File: src/rtl/prio_tree_enc_pkg.sv
`timescale 1ns/1ps
package prio_tree_enc_pkg;

  // Position of tree node (level lvl, column k) in the packed node vector.
  // Column 0 of every level is never built, so a level holds 2**lvl - 1 nodes.
  function automatic int node_pos(input int lvl, input int k);
    return (1 << lvl) - lvl - 2 + k;
  endfunction

  // Position of the upper-child node (lvl, 2*j+1) in the odd-node vector.
  function automatic int odd_pos(input int lvl, input int j);
    return (1 << (lvl - 1)) - 1 + j;
  endfunction

  // Position of the gate of node (lvl, k) for levels 1 .. depth-1.
  function automatic int gate_pos(input int lvl, input int k);
    return (1 << lvl) - 2 + k;
  endfunction

endpackage

File: src/rtl/pe_or_tree.sv
`timescale 1ns/1ps
module pe_or_tree
  import prio_tree_enc_pkg::*;
#(
  parameter int IDX_W    = 6,
  parameter int NODE_CNT = 2 * (1 << IDX_W) - 2 - IDX_W,
  parameter int ODD_CNT  = (1 << IDX_W) - 1
) (
  input  logic [(1<<IDX_W)-1:1] leaf_i,
  output logic [ODD_CNT-1:0]    odd_o
);

  // Pruned tree: the root and column 0 of every level are omitted
  logic [NODE_CNT-1:0] node;

  // leaf level: flag k sits in column k (flag 0 has no tree node)
  for (genvar k = 1; k < (1 << IDX_W); k++) begin : g_leaf
    assign node[node_pos(IDX_W, k)] = leaf_i[k];
  end

  // inner levels: each node ORs its two children
  for (genvar d = 1; d < IDX_W; d++) begin : g_lvl
    for (genvar k = 1; k < (1 << d); k++) begin : g_node
      assign node[node_pos(d, k)] = node[node_pos(d + 1, 2 * k)]
                                  | node[node_pos(d + 1, 2 * k + 1)];
    end
  end

  // hand out only the upper children; the address logic reads nothing else
  for (genvar d = 1; d <= IDX_W; d++) begin : g_out
    for (genvar j = 0; j < (1 << (d - 1)); j++) begin : g_odd
      assign odd_o[odd_pos(d, j)] = node[node_pos(d, 2 * j + 1)];
    end
  end

endmodule

File: src/rtl/pe_addr_gen.sv
`timescale 1ns/1ps
module pe_addr_gen
  import prio_tree_enc_pkg::*;
#(
  parameter int IDX_W   = 6,
  parameter int ODD_CNT = (1 << IDX_W) - 1
) (
  input  logic [ODD_CNT-1:0] odd_i,
  output logic [IDX_W-1:0]   addr_o
);

  localparam int GATE_CNT = (IDX_W > 1) ? (1 << IDX_W) - 2 : 1;

  // gate[node] = 1 when no upper branch above that node holds a set flag
  logic [GATE_CNT-1:0] gate;

  if (IDX_W == 1) begin : g_no_gate
    assign gate = '0;
  end

  for (genvar d = 1; d < IDX_W; d++) begin : g_glvl
    for (genvar k = 0; k < (1 << d); k++) begin : g_gnode
      logic up;
      if (d == 1) begin : g_top
        assign up = 1'b1;
      end else begin : g_inner
        assign up = gate[gate_pos(d - 1, k >> 1)];
      end
      if (k % 2 == 1) begin : g_upper
        assign gate[gate_pos(d, k)] = up;
      end else begin : g_lower
        assign gate[gate_pos(d, k)] = up & ~odd_i[odd_pos(d, k / 2)];
      end
    end
  end

  // address bit IDX_W-d: any unmasked upper child on level d
  for (genvar d = 1; d <= IDX_W; d++) begin : g_alvl
    logic [(1<<(d-1))-1:0] term;
    for (genvar j = 0; j < (1 << (d - 1)); j++) begin : g_term
      if (d == 1) begin : g_msb
        assign term[j] = odd_i[odd_pos(d, j)];
      end else begin : g_rest
        assign term[j] = odd_i[odd_pos(d, j)] & gate[gate_pos(d - 1, j)];
      end
    end
    assign addr_o[IDX_W-d] = |term;
  end

endmodule

File: src/rtl/pe_out_reg.sv
`timescale 1ns/1ps
module pe_out_reg #(
  parameter int IDX_W = 6
) (
  input  logic             clk,
  input  logic             rst_n,
  input  logic [IDX_W-1:0] idx_d,
  input  logic             hit_d,
  output logic [IDX_W-1:0] idx_q,
  output logic             hit_q
);

  logic [IDX_W-1:0] idx_nx;
  logic             hit_nx;

  always_comb begin
    idx_nx = idx_d;
    hit_nx = hit_d;
  end

  always_ff @(posedge clk or negedge rst_n) begin
    if (!rst_n) begin
      idx_q <= '0;
      hit_q <= 1'b0;
    end else begin
      idx_q <= idx_nx;
      hit_q <= hit_nx;
    end
  end

endmodule

File: src/rtl/prio_tree_enc.sv
`timescale 1ns/1ps
module prio_tree_enc #(
  parameter int N_FLAGS = 64
) (
  input  logic                       clk,
  input  logic                       rst_n,
  input  logic [N_FLAGS-1:0]         flags_i,
  output logic [$clog2(N_FLAGS)-1:0] idx_o,
  output logic                       hit_o
);

  localparam int IDX_W    = $clog2(N_FLAGS);
  localparam int LEAVES   = 1 << IDX_W;
  localparam int NODE_CNT = 2 * LEAVES - 2 - IDX_W;
  localparam int ODD_CNT  = LEAVES - 1;

  logic [LEAVES-1:0]  flags_pad;
  logic [ODD_CNT-1:0] odd_nodes;
  logic [IDX_W-1:0]   addr_c;
  logic               any_c;

  if (LEAVES > N_FLAGS) begin : g_pad
    assign flags_pad = {{(LEAVES - N_FLAGS){1'b0}}, flags_i};
  end else begin : g_nopad
    assign flags_pad = flags_i;
  end

  assign any_c = |flags_pad;

  pe_or_tree #(
    .IDX_W   (IDX_W),
    .NODE_CNT(NODE_CNT),
    .ODD_CNT (ODD_CNT)
  ) u_tree (
    .leaf_i(flags_pad[LEAVES-1:1]),
    .odd_o (odd_nodes)
  );

  pe_addr_gen #(
    .IDX_W  (IDX_W),
    .ODD_CNT(ODD_CNT)
  ) u_addr (
    .odd_i (odd_nodes),
    .addr_o(addr_c)
  );

  pe_out_reg #(
    .IDX_W(IDX_W)
  ) u_oreg (
    .clk  (clk),
    .rst_n(rst_n),
    .idx_d(addr_c),
    .hit_d(any_c),
    .idx_q(idx_o),
    .hit_q(hit_o)
  );

  AST_IDX_IS_SET: assert property (@(posedge clk) disable iff (!rst_n)
    hit_o |-> ((($past(flags_i) >> idx_o) & {{(N_FLAGS-1){1'b0}}, 1'b1}) != '0));
  AST_NONE_ABOVE: assert property (@(posedge clk) disable iff (!rst_n)
    hit_o |-> ((($past(flags_i) >> idx_o) >> 1) == '0));
  AST_HIT_OR: assert property (@(posedge clk) disable iff (!rst_n)
    $past(rst_n) |-> (hit_o == ($past(flags_i) != '0)));
  AST_MSB_UPPER: assert property (@(posedge clk) disable iff (!rst_n)
    addr_c[IDX_W-1] == (|flags_pad[LEAVES-1:LEAVES/2]));
  AST_IDLE_ZERO: assert property (@(posedge clk) disable iff (!rst_n)
    !hit_o |-> (idx_o == '0));

endmodule

File: config.mk
export PLATFORM = sky130hd
export DESIGN_NAME = prio_tree_enc
export DESIGN_NICKNAME = d
export VERILOG_FILES = /design/src/rtl/prio_tree_enc_pkg.sv /design/src/rtl/pe_or_tree.sv /design/src/rtl/pe_addr_gen.sv /design/src/rtl/pe_out_reg.sv /design/src/rtl/prio_tree_enc.sv
export SDC_FILE = /design/constraint.sdc
export NUM_CORES = 1
export LEC_CHECK = 0
export BUFFER_PORTS_ARGS = -buffer_cell sky130_fd_sc_hd__buf_2
export CAP_MARGIN = 25
export CORE_UTILIZATION = 30
export DETAILED_ROUTE_END_ITERATION = 8
export PLACE_DENSITY = 0.62
export SYNTH_ARGS = -nofsm -noshare
export SYNTH_HDL_FRONTEND = slang
export SYNTH_HIERARCHICAL = 1
export SYNTH_SLANG_ARGS = --single-unit
File: constraint.sdc
create_clock -name clk -period 0.8 [get_ports clk]
set_clock_uncertainty 0.2 [all_clocks]
set_input_delay 0.04 -clock clk [delete_from_list [all_inputs] [get_ports clk]]
set_output_delay 0.04 -clock clk [all_outputs]
set_load 0.1 [all_outputs]
==> results of run 1 <==
area by class of cell:
class	count	area share, %
Sequential cell	7	8.32
Multi-Input combinational cell	112	38.6
Clock buffer	4	1.90
Timing Repair Buffer	146	45.8
Inverter	17	2.79
Tap cell	48	2.53
power by group through the flow:
stage / Combinational, W / Clock [W] / Sequential, W
3_5_place_dp: 0.000743 / 0 / 0.000378
2_1_floorplan: 0.000266 / 0 / 0.000432
6_report: 0.000825 / 0.000477 / 0.000373
5_1_grt: 0.000895 / 0.000500 / 0.000373
4_1_cts: 0.000786 / 0.000492 / 0.000373
3_3_place_gp: 0.000733 / 0 / 0.000379
cells by family after synthesis:
kind of cell / share of synthesized area (%)
simple gates: 38.7
buf+inv: 25.6
compound gates: 21.2
flops: 14.4
flip-flops by register name (all words and copies together), names as in the netlist:
name	flops
u_oreg/idx_q	6
u_oreg/hit_q	1
routing by layer:
metal  vias up  wire, um  track usage, %
met1       715      1700            24.1
met5         -         0               0
met2        66      2080            35.3
met4         0        52            7.34
met3         6       307            2.08
li1        832         -               -
metrics by stage:
step           total power (W)  std cells  cell area, um^2  TNS (ns)  hold slack [ns]
3_3_place_gp           0.00111        327             2110    -10.93           -0.327
2_1_floorplan         0.000698        169             1300     -9.30           -0.456
4_1_cts                0.00165        333             2300    -10.78          -0.0437
3_5_place_dp           0.00112        327             2110    -11.04           -0.325
6_report               0.00167        334             2370    -11.03          -0.0353
5_1_grt                0.00177        334             2370    -11.48          -0.0233
worst paths after layout:
kind	from	slack (ns)	end	cells after the start
worst max-delay path	flags_i[29]	-1.49	u_oreg/idx_q[0]$_DFF_PN0_	9
worst min-delay path	flags_i[0]	-0.04	u_oreg/hit_q$_DFF_PN0_	4
max in group asynchronous	rst_n	0.25	u_oreg/idx_q[1]$_DFF_PN0_	2
min in group asynchronous	rst_n	-0.02	u_oreg/idx_q[3]$_DFF_PN0_	2
cells in the mapped netlist:
cell type	count
or4_1	7
or2_2	17
nor3_1	2
or4_4	4
a21oi_1	20
a211oi_1	1
dfrtp_1	7
o21ai_2	1
o21a_1	2
o21ai_0	4
nor3_2	1
inv_1	17
or4b_1	2
o21bai_1	2
o311ai_1	1
o221a_1	1
a31oi_1	1
buf_4	33
nand4_1	4
nand2b_1	2
nor4_1	18
o31ai_1	1
o221ai_1	3
o21ai_1	5
nor2b_1	6
or3_1	3
o22ai_1	1
nor4_2	1
nor2_1	2
repair_timing:
action                                  CTS  global route
resized for setup                        26            13
pin swaps                                13             5
hold endpoints to repair                  9             1
setup buffers                             1             3
endpoints found under the setup margin   14            14
==> metrics.csv, run 1 <==
stage;metric;value;unit
timing;Least-Margin Pin Slew;0.321;ns
setup_path;CP max FO;2;
clocking;hold buffers post-CTS;1;
floorplanning;io pins;73;
pwr;Clock Power Share;28.5;%
synthesis;post-synthesis cell area;0.00121;mm^2
setup_path;critical path startpoint category;input pin;
detailed_routing;per-cell routed wire length;12.4;um
detailed_routing;Vias;1619;
global_route;initial antenna violation count;0;
final_layout;final core occ;63.0;%
global_route;total gr overflow;0;
detailed_routing;Routed WL;4.15;mm
floorplanning;die height;65.6;um
pwr;Pint;0.00117;W
global_route;gr usage total;19.8;%
status;status;finished, violations left;
timing;unrepaired setup endpoints after global routing;true;
placement;# port buffers;72;
synthesis;#FFs+latches synth;7;
floorplanning;Initial Util;32.2;%
synthesis;area leader, netlist;buf_4;
final_layout;multi-input logic area;917;um^2
final_layout;most frequent cells in the layout;buf_4 (64), buf_2 (60), a21oi_1 (19);
detailed_routing;drt drc;0;
clocking;CTS Buffer Depth;2;
clocking;CTS tree;built;
detailed_routing;Vias per Instance;4.85;
placement;Final HPWL DP;3.45;mm
timing;Slew Limit Fails;0;
pwr;Comb pwr share;49.3;%
setup_path;Critical Path RT;0.75;ns
final_layout;commonest non-fill, non-tap cell in the layout;buf_4;
placement;Place WS;-1.81;ns
pwr;P_sw;0.000508;W
timing;final setup violation count;14;
run;MaxCap Viol Count;0;
pwr;Sw Ratio;30.4;%
final_layout;Reg area;198;um^2
pwr;VDD IR max;0.344;mV
pwr;Flop pwr share;22.3;%
synthesis;post-synth net total;235;
setup_path;Worst EP arrival;2.24;ns
timing;fmax;437;MHz
global_route;number of global-route vias before repair;1643;
clocking;Num CTS Buffers;3;
clocking;clock sink count;7;
setup_path;critical path, cell by cell;buf_6, or4_4, or4_4, or4b_4, nor4_2, o21ai_1, o311ai_1, nor4_1, o21ai_1;
final_layout;Syn-to-layout area delta;95.5;%
final_layout;layout cell share with drive strength beyond 1;71.3;%
synthesis;Synth cell types;29;
setup_path;Critical Setup Path Class;in2reg;
final_layout;FILL cells;311;
pwr;Power Dens Cells;705;mW/mm^2
clocking;clock root cell;clkbuf_8;
detailed_routing;DR iter-0 viols;50;
synthesis;post-synth top area share;20.4;%
floorplanning;num rows;22;
synthesis;Synth Warn #;6;
setup_path;CP delay by family, top;simple AND/OR/NAND/NOR gates;
clocking;CTS H-Tree Depth;1;
setup_path;Critical Path Max Stage Delay;0.56;ns
synthesis;Mean Syn Cell Area;7.19;um^2
detailed_routing;TritonRoute pass-1 iters;4;
hold_path;HP Class;in2reg;
detailed_routing;post-route ant nets;0;
timing;minimum hold slack;-0.0353;ns
floorplanning;Core Box Area;0.00377;mm^2
status;failing checks;hold timing, setup timing;
timing;final hold vios;8;
final_layout;Net count, final;353;
timing;worst slew margin relative to its limit;78.6;%
synthesis;gate count of the mapped netlist;169;
synthesis;register area share after synthesis;14.4;%
global_route;largest net degree at the start of global routing;8;
clocking;clock-pin slew on the worst setup and hold paths;0.04;ns
floorplanning;total die area;0.00431;mm^2
timing;minimum clock period;2.29;ns
synthesis;dominant cells by area after synthesis;buf_4 (20%), dfrtp_1 (14%), nor4_1 (9.3%), or2_2 (8.8%), a21oi_1 (8.2%);
timing;Period Utilization, post-route;286;%
global_route;first-pass GRT wire length;6.71;mm
final_layout;ant diodes;0;
floorplanning;Die X;65.6;um
setup_path;Worst Setup End Kind;flop;
pwr;Leakage Power;1.12;nW
setup_path;Slowest-stage cell, CP;or4b_4;
placement;RD Place Congestion;0.952;
setup_path;crit path buf inv count;1;
timing;Final WS setup;-1.49;ns
(Power assumes the default switching activity.)
==> run 2, diff against run 1 <==
--- a/config.mk
+++ b/config.mk
@@ -9,7 +9,7 @@
 export CAP_MARGIN = 25
 export CORE_UTILIZATION = 30
 export DETAILED_ROUTE_END_ITERATION = 8
-export PLACE_DENSITY = 0.62
+export PLACE_DENSITY = 0.68
 export SYNTH_ARGS = -nofsm -noshare
 export SYNTH_HDL_FRONTEND = slang
 export SYNTH_HIERARCHICAL = 1
==> run 2 against run 1 <==
The run still ends with hold timing, setup timing left. Count of clock-buffer cells in the layout stayed put. Utilization shrank 2.4 points. Setup slack got worse by 0.086 ns. Via count up 0.49%. Hold slack got worse by 0.0034 ns. Combinational power down 5.3%. Die area unchanged. Global-route usage barely moved. Clock power is 4% higher. Highest routed layer unchanged.
==> metrics.csv, run 2 (synthesis results as in run 1) <==
stage;metric;value;unit;change
status;status;finished, violations left;;
status;failing checks;hold timing, setup timing;;
setup_path;critical path startpoint category;input pin;;
timing;Slew Limit Fails;0;;unchanged
final_layout;Net count, final;349;;-1.1%
floorplanning;io pins;73;;unchanged
pwr;Leakage Power;1.10;nW;-1.6%
timing;minimum hold slack;-0.0386;ns;-0.00337 ns
final_layout;multi-input logic area;881;um^2;-4.0%
pwr;Sw Ratio;30.7;%;+0.35 points
timing;unrepaired setup endpoints after global routing;true;;
clocking;CTS tree;built;;
hold_path;hold depth;4;;unchanged
setup_path;Slowest-stage cell, CP;or4b_4;;
setup_path;crit path buf inv count;1;;unchanged
placement;RD Place Congestion;0.887;;-6.9%
setup_path;critical path depth;9;;unchanged
floorplanning;die height;65.6;um;unchanged
final_layout;post-route cell area;0.00228;mm^2;-3.8%
pwr;Comb pwr share;47.4;%;-1.9 points
detailed_routing;post-route ant nets;0;;unchanged
final_layout;ant diodes;0;;unchanged
timing;final hold vios;8;;unchanged
setup_path;Worst Setup End Kind;flop;;
floorplanning;Die X;65.6;um;unchanged
setup_path;Worst EP arrival;2.32;ns;+0.08 ns
global_route;number of global-route vias before repair;1576;;-4.1%
global_route;first-pass GRT wire length;6.62;mm;-1.3%
setup_path;CP delay by family, top;simple AND/OR/NAND/NOR gates;;
final_layout;most frequent cells in the layout;buf_4 (63), buf_2 (62), a21oi_1 (19);;
timing;minimum clock period;2.37;ns;+0.0864 ns
pwr;VDD IR max;0.399;mV;+16%
detailed_routing;TritonRoute pass-1 iters;4;;unchanged
final_layout;FILL cells;326;;+4.8%
pwr;Clock Power Share;30.0;%;+1.5 points
clocking;clock-pin slew on the worst setup and hold paths;0.04;ns;about the same
final_layout;Largest Register;u_oreg/idx_q;;
detailed_routing;per-cell routed wire length;12.6;um;+1.2%
clocking;CTS H-Tree Depth;1;;unchanged
pwr;Power Dens Cells;721;mW/mm^2;+2.3%
pwr;Pint;0.00114;W;-2.1%
final_layout;max reg flops;6;;unchanged
detailed_routing;drt drc;0;;unchanged
final_layout;Syn-to-layout area delta;88.1;%;
hold_path;HP Class;in2reg;;
global_route;largest net degree at the start of global routing;8;;unchanged
timing;worst slew margin relative to its limit;76.6;%;-2.0 points
final_layout;biggest registers after layout;u_oreg/idx_q: 6 flops, u_oreg/hit_q: 1 flops;;
pwr;Flop pwr share;22.6;%;+0.3 points
global_route;total gr overflow;0;;unchanged
clocking;clock root cell;clkbuf_8;;
clocking;CTS Buffer Depth;2;;unchanged
placement;Post-DP Area;0.00209;mm^2;-1.1%
hold_path;Min-Delay Startpoint;flags_i[28];;
setup_path;critical path, cell by cell;buf_2, or4_4, or4_4, or4b_4, nor4_4, o21ai_1, o311ai_1, nor4_1, o21ai_1;;
detailed_routing;Vias per Instance;4.93;;+1.7%
clocking;hold buffers post-CTS;1;;unchanged
placement;Final HPWL DP;3.52;mm;+2.1%
final_layout;commonest non-fill, non-tap cell in the layout;buf_4;;
clocking;Num CTS Buffers;3;;unchanged
setup_path;CP max FO;3;;+1
clocking;clock sink count;7;;unchanged
detailed_routing;Vias;1627;;+0.49%
floorplanning;Core Box Area;0.00377;mm^2;unchanged
floorplanning;num rows;22;;unchanged
pwr;P_sw;0.000506;W;-0.44%
timing;final setup violation count;14;;unchanged
timing;Period Utilization, post-route;297;%;+11 points
placement;# port buffers;72;;unchanged
timing;fmax;421;MHz;-3.6%
final_layout;Reg area;198;um^2;unchanged
detailed_routing;DR iter-0 viols;51;;+2.0%
setup_path;Critical Path RT;0.75;ns;about the same
global_route;gr usage total;19.8;%;about the same
setup_path;Critical Setup Path Class;in2reg;;
final_layout;layout cell share with drive strength beyond 1;69.9;%;-1.5 points
timing;Least-Margin Pin Slew;0.348;ns;+0.0274 ns
run;MaxCap Viol Count;0;;unchanged
global_route;initial antenna violation count;0;;unchanged
timing;Final WS setup;-1.57;ns;-0.0864 ns
floorplanning;Initial Util;32.2;%;unchanged
setup_path;Critical Path Max Stage Delay;0.55;ns;about the same
floorplanning;total die area;0.00431;mm^2;unchanged
detailed_routing;Routed WL;4.15;mm;unchanged
hold_path;hold path endpoint;u_oreg/hit_q$_DFF_PN0_;;
==> run 2: cell types whose count changed in the layout (fill, tap and decap cells not counted), moves of 2 or more <==
cell	delta
nor4_1	+2
buf_6	-5
buf_2	+2
nor4_4	-2
==> run 2: power by group through the flow <==
stage,clock network [W],logic (W),registers [W]
5_1_grt,0.000505,0.000844,0.000374
6_report,0.000494,0.000781,0.000373
2_1_floorplan,0,0.000266,0.000432
3_5_place_dp,0,0.000730,0.000378
4_1_cts,0.000505,0.000776,0.000373
3_3_place_gp,0,0.000722,0.000378
==> run 2: worst max-delay path by stage <==
stage	slack (ns)	endpoint	start
5_1_grt	-1.64	u_oreg/idx_q[0]$_DFF_PN0_	flags_i[61]
4_1_cts	-1.53	u_oreg/idx_q[0]$_DFF_PN0_	flags_i[29]
3_5_place_dp	-1.82	u_oreg/idx_q[0]$_DFF_PN0_	flags_i[29]
6_report	-1.57	u_oreg/idx_q[0]$_DFF_PN0_	flags_i[53]
3_3_place_gp	-1.71	u_oreg/idx_q[0]$_DFF_PN0_	flags_i[29]
2_1_floorplan	-1.62	u_oreg/idx_q[0]$_DFF_PN0_	flags_i[29]
==> run 2: area by class of cell <==
| cell class | instances | area share (%) |
|---|---|---|
| clock buffer | 4 | 1.97 |
| inverter | 17 | 2.90 |
| multi-input combinational | 112 | 38.6 |
| sequential | 7 | 8.65 |
| tap | 48 | 2.63 |
| timing repair buffer | 142 | 45.3 |
==> run 2: timing repair <==
item / CTS / global route
endpoints found under the setup margin: 14 / 14
pin swaps: 10 / 1
endpoints found under the hold margin: 8 / 1
buffers inserted: 0 / 1
gates resized for setup: 25 / 2
==> run 2: routing by layer <==
metal	vias up	track usage (%)	wire length, um
met4	0	7.61	104
met1	728	24.2	1760
met2	61	34.7	2050
met5	-	0	0
met3	12	2.60	237
li1	826	-	-
==> run 2: metrics by stage <==
stage | worst slack (ns) | std cells | total power [W] | TNS [ns] | utilization [%]
after floorplan | -1.62 | 169 | 0.000698 | -9.30 | -
final | -1.57 | 330 | 0.00165 | -10.91 | 60.6
after CTS | -1.53 | 329 | 0.00165 | -10.68 | 60.1
after global placement | -1.71 | 324 | 0.00110 | -10.85 | 55.4
after detailed placement | -1.82 | 324 | 0.00111 | -11.02 | 55.4
after global routing | -1.64 | 330 | 0.00172 | -11.29 | 60.6
==> run 2: worst min-delay path: stages <==
cell,delay [ns]
buf_6,0.08
nor4_2,0.03
nand4_1,0.08
or4_4,0.12
